### config.mk
export PLATFORM = sky130hd
export DESIGN_NAME = lw_burst_sram
export DESIGN_NICKNAME = d
export VERILOG_FILES = /design/src/rtl/lw_sram_pkg.sv /design/src/rtl/lw_sram_issue.sv /design/src/rtl/lw_sram_stage.sv /design/src/rtl/lw_sram_array.sv /design/src/rtl/lw_burst_sram.sv
export SDC_FILE = /design/constraint.sdc
export NUM_CORES = 2
export LEC_CHECK = 0
export ABC_AREA = 1
export BUFFER_PORTS_ARGS = -buffer_cell sky130_fd_sc_hd__buf_4
export CAP_MARGIN = 40
export CORE_MARGIN = 4
export CORE_UTILIZATION = 64
export CTS_CLUSTER_SIZE = 14
export DETAILED_ROUTE_END_ITERATION = 7
export HOLD_SLACK_MARGIN = 0.15
export PLACE_DENSITY_LB_ADDON = 0.25
export SYNTH_ARGS = -nofsm -noshare
export SYNTH_HDL_FRONTEND = slang
export SYNTH_SLANG_ARGS = --single-unit
### constraint.sdc
create_clock -name clk_i -period 2.1 [get_ports clk_i]
set_input_delay 0.105 -clock clk_i [delete_from_list [all_inputs] [get_ports clk_i]]
set_output_delay 0.105 -clock clk_i [all_outputs]
set_load 0.03 [all_outputs]
### src/rtl/lw_sram_pkg.sv
package lw_sram_pkg;

  typedef enum logic {
    ORD_LIN = 1'b0,
    ORD_ILV = 1'b1
  } burst_ord_e;

  // low address bits for beat n of a 4-beat burst
  function automatic logic [1:0] beat_lo(input logic [1:0] start,
                                         input logic [1:0] n,
                                         input burst_ord_e ord);
    return (ord == ORD_ILV) ? (start ^ n) : (start + n);
  endfunction

endpackage

### src/rtl/lw_sram_issue.sv
module lw_sram_issue
  import lw_sram_pkg::*;
#(
  parameter int AW = 6,
  parameter int NB = 2
) (
  input  logic          clk_i,
  input  logic          rst_ni,
  input  logic          order_ilv_i,
  input  logic          sleep_i,
  input  logic          en_a_i,
  input  logic          en_b_ni,
  input  logic          en_c_i,
  input  logic          adv_i,
  input  logic          we_i,
  input  logic [NB-1:0] be_i,
  input  logic [AW-1:0] addr_i,
  output logic          iss_v_o,
  output logic          iss_wr_o,
  output logic [AW-1:0] iss_addr_o,
  output logic [NB-1:0] iss_be_o,
  output logic          burst_act_o
);

  logic          act_q, wr_q;
  logic [AW-1:0] base_q;
  logic [1:0]    cnt_q, cnt_nxt;
  logic          sel, do_adv, do_new;

  always_comb begin
    sel     = en_a_i & ~en_b_ni & en_c_i;
    do_adv  = ~sleep_i & adv_i & act_q;
    do_new  = ~sleep_i & ~adv_i & sel;
    cnt_nxt = cnt_q + 2'd1;
    iss_v_o  = do_adv | do_new;
    iss_wr_o = do_adv ? wr_q : we_i;
    iss_be_o = be_i;
    if (do_adv)
      iss_addr_o = {base_q[AW-1:2], beat_lo(base_q[1:0], cnt_nxt, burst_ord_e'(order_ilv_i))};
    else
      iss_addr_o = addr_i;
  end

  always_ff @(posedge clk_i or negedge rst_ni) begin
    if (!rst_ni) begin
      act_q  <= 1'b0;
      wr_q   <= 1'b0;
      base_q <= '0;
      cnt_q  <= '0;
    end else begin
      act_q <= iss_v_o;
      if (do_new) begin
        base_q <= addr_i;
        cnt_q  <= '0;
        wr_q   <= we_i;
      end else if (do_adv) begin
        cnt_q <= cnt_nxt;
      end
    end
  end

  assign burst_act_o = act_q;

endmodule

### src/rtl/lw_sram_stage.sv
module lw_sram_stage #(
  parameter int AW  = 6,
  parameter int NB  = 2,
  parameter int STG = 2
) (
  input  logic                   clk_i,
  input  logic                   rst_ni,
  input  logic                   iss_v_i,
  input  logic                   iss_wr_i,
  input  logic [AW-1:0]          iss_addr_i,
  input  logic [NB-1:0]          iss_be_i,
  output logic [STG-1:0]         v_o,
  output logic [STG-1:0]         wr_o,
  output logic [STG-1:0][AW-1:0] addr_o,
  output logic [STG-1:0][NB-1:0] be_o
);

  logic [STG-1:0]         v_d, wr_d, v_q, wr_q;
  logic [STG-1:0][AW-1:0] a_d, a_q;
  logic [STG-1:0][NB-1:0] b_d, b_q;

  for (genvar g = 0; g < STG; g++) begin : g_in
    if (g == 0) begin : g_head
      assign v_d[g]  = iss_v_i;
      assign wr_d[g] = iss_wr_i;
      assign a_d[g]  = iss_addr_i;
      assign b_d[g]  = iss_be_i;
    end else begin : g_tail
      assign v_d[g]  = v_q[g-1];
      assign wr_d[g] = wr_q[g-1];
      assign a_d[g]  = a_q[g-1];
      assign b_d[g]  = b_q[g-1];
    end
  end

  always_ff @(posedge clk_i or negedge rst_ni) begin
    if (!rst_ni) begin
      v_q  <= '0;
      wr_q <= '0;
      a_q  <= '0;
      b_q  <= '0;
    end else begin
      v_q  <= v_d;
      wr_q <= wr_d;
      a_q  <= a_d;
      b_q  <= b_d;
    end
  end

  assign v_o    = v_q;
  assign wr_o   = wr_q;
  assign addr_o = a_q;
  assign be_o   = b_q;

endmodule

### src/rtl/lw_sram_array.sv
module lw_sram_array #(
  parameter int AW = 6,
  parameter int NB = 2,
  parameter int BW = 9
) (
  input  logic             clk_i,
  input  logic             rst_ni,
  input  logic             we_i,
  input  logic [AW-1:0]    waddr_i,
  input  logic [NB-1:0]    wbe_i,
  input  logic [NB*BW-1:0] wdata_i,
  input  logic [AW-1:0]    raddr_i,
  output logic [NB*BW-1:0] rdata_o
);

  localparam int DEPTH = 1 << AW;

  for (genvar j = 0; j < NB; j++) begin : g_lane
    logic [BW-1:0] mem_q [DEPTH];

    always_ff @(posedge clk_i or negedge rst_ni) begin
      if (!rst_ni) begin
        for (int w = 0; w < DEPTH; w++) mem_q[w] <= '0;
      end else if (we_i && wbe_i[j]) begin
        mem_q[waddr_i] <= wdata_i[j*BW +: BW];
      end
    end

    assign rdata_o[j*BW +: BW] = mem_q[raddr_i];
  end

endmodule

### src/rtl/lw_burst_sram.sv
module lw_burst_sram #(
  parameter int ADDR_W = 6,
  parameter int LANES  = 2,
  parameter int LANE_W = 9
) (
  input  logic                    clk_i,
  input  logic                    rst_ni,
  input  logic                    pipe_mode_i,
  input  logic                    order_ilv_i,
  input  logic                    sleep_i,
  input  logic                    en_a_i,
  input  logic                    en_b_ni,
  input  logic                    en_c_i,
  input  logic                    adv_i,
  input  logic                    we_i,
  input  logic [LANES-1:0]        byte_we_i,
  input  logic [ADDR_W-1:0]       addr_i,
  input  logic [LANES*LANE_W-1:0] dq_i,
  input  logic                    oe_ni,
  output logic [LANES*LANE_W-1:0] dq_o,
  output logic                    dq_oe_o
);

  localparam int DW  = LANES * LANE_W;
  localparam int STG = 2;

  logic                       iss_v, iss_wr, burst_act;
  logic [ADDR_W-1:0]          iss_addr;
  logic [LANES-1:0]           iss_be;
  logic [STG-1:0]             stg_v, stg_wr;
  logic [STG-1:0][ADDR_W-1:0] stg_addr;
  logic [STG-1:0][LANES-1:0]  stg_be;

  lw_sram_issue #(.AW(ADDR_W), .NB(LANES)) u_issue (
    .clk_i       (clk_i),
    .rst_ni      (rst_ni),
    .order_ilv_i (order_ilv_i),
    .sleep_i     (sleep_i),
    .en_a_i      (en_a_i),
    .en_b_ni     (en_b_ni),
    .en_c_i      (en_c_i),
    .adv_i       (adv_i),
    .we_i        (we_i),
    .be_i        (byte_we_i),
    .addr_i      (addr_i),
    .iss_v_o     (iss_v),
    .iss_wr_o    (iss_wr),
    .iss_addr_o  (iss_addr),
    .iss_be_o    (iss_be),
    .burst_act_o (burst_act)
  );

  lw_sram_stage #(.AW(ADDR_W), .NB(LANES), .STG(STG)) u_stage (
    .clk_i      (clk_i),
    .rst_ni     (rst_ni),
    .iss_v_i    (iss_v),
    .iss_wr_i   (iss_wr),
    .iss_addr_i (iss_addr),
    .iss_be_i   (iss_be),
    .v_o        (stg_v),
    .wr_o       (stg_wr),
    .addr_o     (stg_addr),
    .be_o       (stg_be)
  );

  // write lands when its data is on the bus: one edge late (flow) or two (pipe)
  logic              mem_we;
  logic [ADDR_W-1:0] mem_waddr;
  logic [LANES-1:0]  mem_wbe;
  logic [DW-1:0]     rd_word, fwd_word;
  logic              s1_v, s1_rd;
  logic [ADDR_W-1:0] s1_addr;

  assign s1_v    = stg_v[0];
  assign s1_rd   = stg_v[0] & ~stg_wr[0];
  assign s1_addr = stg_addr[0];

  always_comb begin
    if (pipe_mode_i) begin
      mem_we    = stg_v[1] & stg_wr[1];
      mem_waddr = stg_addr[1];
      mem_wbe   = stg_be[1];
    end else begin
      mem_we    = stg_v[0] & stg_wr[0];
      mem_waddr = stg_addr[0];
      mem_wbe   = stg_be[0];
    end
  end

  lw_sram_array #(.AW(ADDR_W), .NB(LANES), .BW(LANE_W)) u_array (
    .clk_i   (clk_i),
    .rst_ni  (rst_ni),
    .we_i    (mem_we),
    .waddr_i (mem_waddr),
    .wbe_i   (mem_wbe),
    .wdata_i (dq_i),
    .raddr_i (s1_addr),
    .rdata_o (rd_word)
  );

  // pipelined read registers in the same edge a pending write commits
  logic fwd_hit;
  assign fwd_hit = mem_we & pipe_mode_i & (mem_waddr == s1_addr);

  for (genvar j = 0; j < LANES; j++) begin : g_fwd
    assign fwd_word[j*LANE_W +: LANE_W] = (fwd_hit && mem_wbe[j]) ?
        dq_i[j*LANE_W +: LANE_W] : rd_word[j*LANE_W +: LANE_W];
  end

  logic          out_v_q;
  logic [DW-1:0] out_q;

  always_ff @(posedge clk_i or negedge rst_ni) begin
    if (!rst_ni) begin
      out_v_q <= 1'b0;
      out_q   <= '0;
    end else begin
      out_v_q <= s1_rd;
      if (s1_rd) out_q <= fwd_word;
    end
  end

  logic rd_vis;
  assign rd_vis  = pipe_mode_i ? out_v_q : s1_rd;
  assign dq_o    = pipe_mode_i ? out_q : rd_word;
  assign dq_oe_o = rd_vis & ~oe_ni;

endmodule

==> results.md <==
* Synth Area per Inst at about 8 sq um
* CP dominant cell by count: nand2_1
* Wire per inst at 21.1 microns
* Max-cap check violation count at 0
* Critical Path Source Type: flip-flop
* Post-layout minimum cycle time at 3.25 ns
* Clock tree from TritonCTS: yes
* Max Slew Vio Count at 0
* Cell count after placement at between 8k and 9k
* Compound-Gate Fraction of Synth Area at 0.107
* First-pass detailed-route iteration total at 8
* Global-route track usage on met3 at 0.0849
* Post-Syn Nets at ~7k
* Met1 GRT Util at 0.538
* Ordered list of cells on the worst path: buf_12 > buf_4 > buf_12 > nand2_1 > nand3_1 > nand3_1 > nand2_1 > nand2_1 > nand3_1 > nand3_2 > nand2_1 > nand2_1 > nand2_1 > buf_12 > buf_4
* Post-synth top area cell: dfrtp_1
* Category of the most critical setup path: reg2out
* Die height at about 300 microns
* Weighted congestion reported at the end of routability-driven placement at between 0.9 and 1
* Status: finished, violations left
* Routed via count at 52.3k
* CTS H-tree depth at 4
* Average vias per placed instance at between 6 and 7
* Worst slew margin relative to its limit at 0.514
* GR Overflow Total at 0
* Xor-xnor portion of the synthesized cell area at 0.000474
* Arithmetic-cell share of the synthesized area counting full adders, half adders and majority gates at 0.000226
* Tot GR Track Use at 0.385
* Buffers & Inverters on Critical Path at 5
* GR met2 Demand/Resource at 0.588
* Initial Utilization at 0.648
* Count of yosys warnings during synthesis at 0
* Cell with the largest stage delay on the worst path: dfrtp_4
* Filler instances at approximately 5.8k
* CP peak stage delay at around 0.49 ns
* Count of cell types in the netlist at 30
* Post-layout instance count excluding filler cells at roughly 8.4k
* Area grow syn2layout at 19.6%
* Violated checks: DRC, setup timing
* Power after layout at about 0.053 W
* Fraction of registers with async set or reset after synthesis at 1.00
* Fraction of the yosys area taken by sequential cells at 0.541
* Worst hold stages at 7
* # rows at 107
* Layout cells sized above 1 at 0.131
* DIE AREA at a little over 0.09 sq mm
* Worst hold path endpoint: out_q[12]$_DFFE_PN0P_
* Final worst-path setup slack at -1.15 ns
* Worst slew pin tran at 0.729 ns
* Remaining antenna violation count at 0
* Largest net degree at the start of global routing at slightly above 100
* Dominant synthesized flop cell: dfrtp_1
* Cell area after layout at approximately 0.066 sq mm
* Max Clock Skew at between 0.02 and 0.03 ns
* Share of the synthesized area in the top cell type at 0.541
* Largest cells by area after synthesis: dfrtp_1, nand2_1, o21ai_0
* Num ports at 56
* Crit path max fanout at 37
* First-pass GRT wire length at 277000 microns
* Clock transition at the registers of the reported paths at around 0.06 ns
* Setup repair after global routing missed its margin: yes
* Initial antenna violation count at 2
* Largest vdd supply drop at between 0.8 and 0.9 mV
* Worst Reg2Reg Path Length in Cells at 11
* Starting DRC count in detailed routing at 7797
* Largest family of logic cells by synthesized area: simple AND/OR/NAND/NOR gates
* Power per Cell Area at 794 mW/mm^2
* Element type at the critical path end: output pin
* Via count of the first global-routing pass at roughly 50k
* Number of failing setup endpoints in the final timing report at around 1.2k
* Skew-Pair Late Insertion Delay at between 0.7 and 0.8 ns
* Leakage dissipation at a little over 30 nW
* Count of nets after finishing at 7180
* Number of cells on the critical path at 15
* Beginning of the worst register-to-register path: u_stage.addr_o[0]$_DFF_PN0_
* Class of the worst hold path: in2reg
* Hold path startpoint: pipe_mode_i
* Number of diodes added for antenna fixing at 0
* Maximum buffer depth of the clock tree at 3
* Num Clock Sinks at roughly 1.2k
* Mapped Area at roughly 0.055 sq mm
* Cell family with most CP delay: simple AND/OR/NAND/NOR gates
* Final Core Density at 0.775
* Number of endpoints with negative hold slack in the final report at 0
* Endpoint of the most critical register-to-register path: u_array.g_lane[0].mem_q[448]$_DFFE_PN0P_
* Reg-to-reg slack, setup at -0.28 ns
* Remaining routing DRC violations at 7
* CTS Root Cell: clkbuf_16
* Post-synthesis cell count at between 6k and 7k
* Arrival @ worst endpoint at approximately 3.2 ns
* Buffers on Ports at between 50 and 60
* Worst slack at placement at -0.460 ns
* Global route hottest layer: met2
* TritonCTS buffer count at 131
* Flip-flop and latch count after synthesis at 1200
* Area after DPL at 0.0605 sq mm
* Die X at about 300 microns
* Data required time of the worst path at 2.00 ns
* Post-synthesis share of cell area spent on and, or, nand and nor gates at 0.302
* DP HPWL at approximately 110000 microns
* Ratio of final minimum period to clock period at 1.55
* Max Clock Freq at ~0.31 GHz
* Total Routed Length at 177000 microns
* Core Box Area at 0.0855 sq mm
* Portion of netlist area occupied by mux cells at 0
* Number of enable-type register cells in the synthesized netlist at 0
[how the worst max path moves through the flow]
stage | from | end
5_1_grt | u_stage.addr_o[0]$_DFF_PN0_ | dq_o[1]
2_1_floorplan | u_stage.addr_o[0]$_DFF_PN0_ | dq_o[14]
4_1_cts | u_stage.addr_o[0]$_DFF_PN0_ | dq_o[2]
3_3_place_gp | u_stage.addr_o[0]$_DFF_PN0_ | dq_o[6]
6_report | u_stage.addr_o[0]$_DFF_PN0_ | dq_o[0]
3_5_place_dp | u_stage.addr_o[0]$_DFF_PN0_ | dq_o[6]
[layout by cell type, fill, tap and decap left out, types with 5 or more instances in the layout]
cell           Yosys  routed
nor2_4             2       7
o21ai_0         1168    1133
dlygate4sd3_1      0      42
dfrtp_1         1200    1196
buf_6             39      17
nand3_2            4      38
inv_2              7      23
nor2_1            69      56
nand2_8            0       5
buf_16             0       7
o21ai_2            4       6
bufinv_16          0      13
nand4_1           18      18
nand2_2          128     125
nand2_1         2776    2759
buf_4              1     277
clkbuf_16          0     141
clkinv_2           0      20
nand2_4            0      18
clkbuf_1         259      31
nor2_2             0       8
nand3_1         1007     970
inv_1             54      34
o21ai_1            3      34
buf_12             0     194
clkbuf_8           0      21
[per-stage QoR]
stage / TNS (ns) / hold slack (ns)
2_1_floorplan: 0 / -0.191
3_3_place_gp: -79.63 / -0.00331
3_5_place_dp: -126.19 / -0.00958
4_1_cts: -155.87 / 0.174
5_1_grt: -254.45 / 0.252
6_report: -156.37 / 0.205
[worst reg2reg max path, stage by stage, from the launching register on]
cell,delay [ns]
dfrtp_4,0.53
buf_12,0.19
buf_4,0.15
o21ai_4,0.23
nand3_2,0.22
buf_4,0.19
nor2_1,0.18
buf_4,0.15
nand2_2,0.05
buf_12,0.17
nand2_1,0.06
o21ai_0,0.09
[cell families (layout without fill, tap and decap cells)]
family,Yosys count,in the layout
flip-flops,1200,1200
AND/OR/NAND/NOR,4010,4014
buffers and inverters,594,841
adder cells (fa/ha/maj),1,1
AO/OA/AOI/OAI,1179,1179
XOR/XNOR,3,3
[routing by layer]
metal,part of all wire,vias to the layer above
met5,0.000068,-
met4,0.046,2
met3,0.11,628
met2,0.46,3431
met1,0.38,25115
li1,-,23169
[sequential cells by signal (all words and copies together), names as in the netlist]
register / count
u_array.g_lane.mem_q: 1152
u_stage.v_o: 2
u_stage.be_o: 4
u_issue.base_q: 6
u_issue.cnt_q: 2
out_v_q: 1
u_issue.wr_q: 1
u_stage.addr_o: 12
u_stage.wr_o: 2
out_q: 18
[power by group]
group | internal (W) | total [W] | switching (W) | leakage [nW]
Clock | 0.0142 | 0.0236 | 0.00946 | 2.16
Combinational | 0.00175 | 0.00530 | 0.00354 | 11.9
Sequential | 0.0235 | 0.0237 | 0.000238 | 16.7
Total | 0.0394 | 0.0527 | 0.0132 | 30.7
[cell type report]
class	instances	area, sq um	share of cell area
clock buffers	188	3810	0.0574
clock inverters	41	567	0.00855
inverters	65	269	0.00406
multi-input cells	5197	23200	0.350
flip-flops and latches	1200	30000	0.453
well taps	1144	1430	0.0216
repair buffers	547	6970	0.105
[cell usage after synthesis (4+ instances only)]
cell type / count
buf_1: 55
buf_2: 174
buf_6: 39
clkbuf_1: 259
clkinv_1: 4
dfrtp_1: 1200
inv_1: 54
inv_2: 7
nand2_1: 2776
nand2_2: 128
nand3_1: 1007
nand3_2: 4
nand4_1: 18
nor2_1: 69
o21ai_0: 1168
o21ai_2: 4
[what timing repair did]
item,in CTS,in global routing
hold buffers,44,0
gates cloned,1,9
endpoints found under the setup margin,1092,1197
endpoints found under the hold margin,2322,0
pin swaps,0,4
gates resized for setup,36,148
buffers inserted,3,15
(Power assumes the default switching activity.)
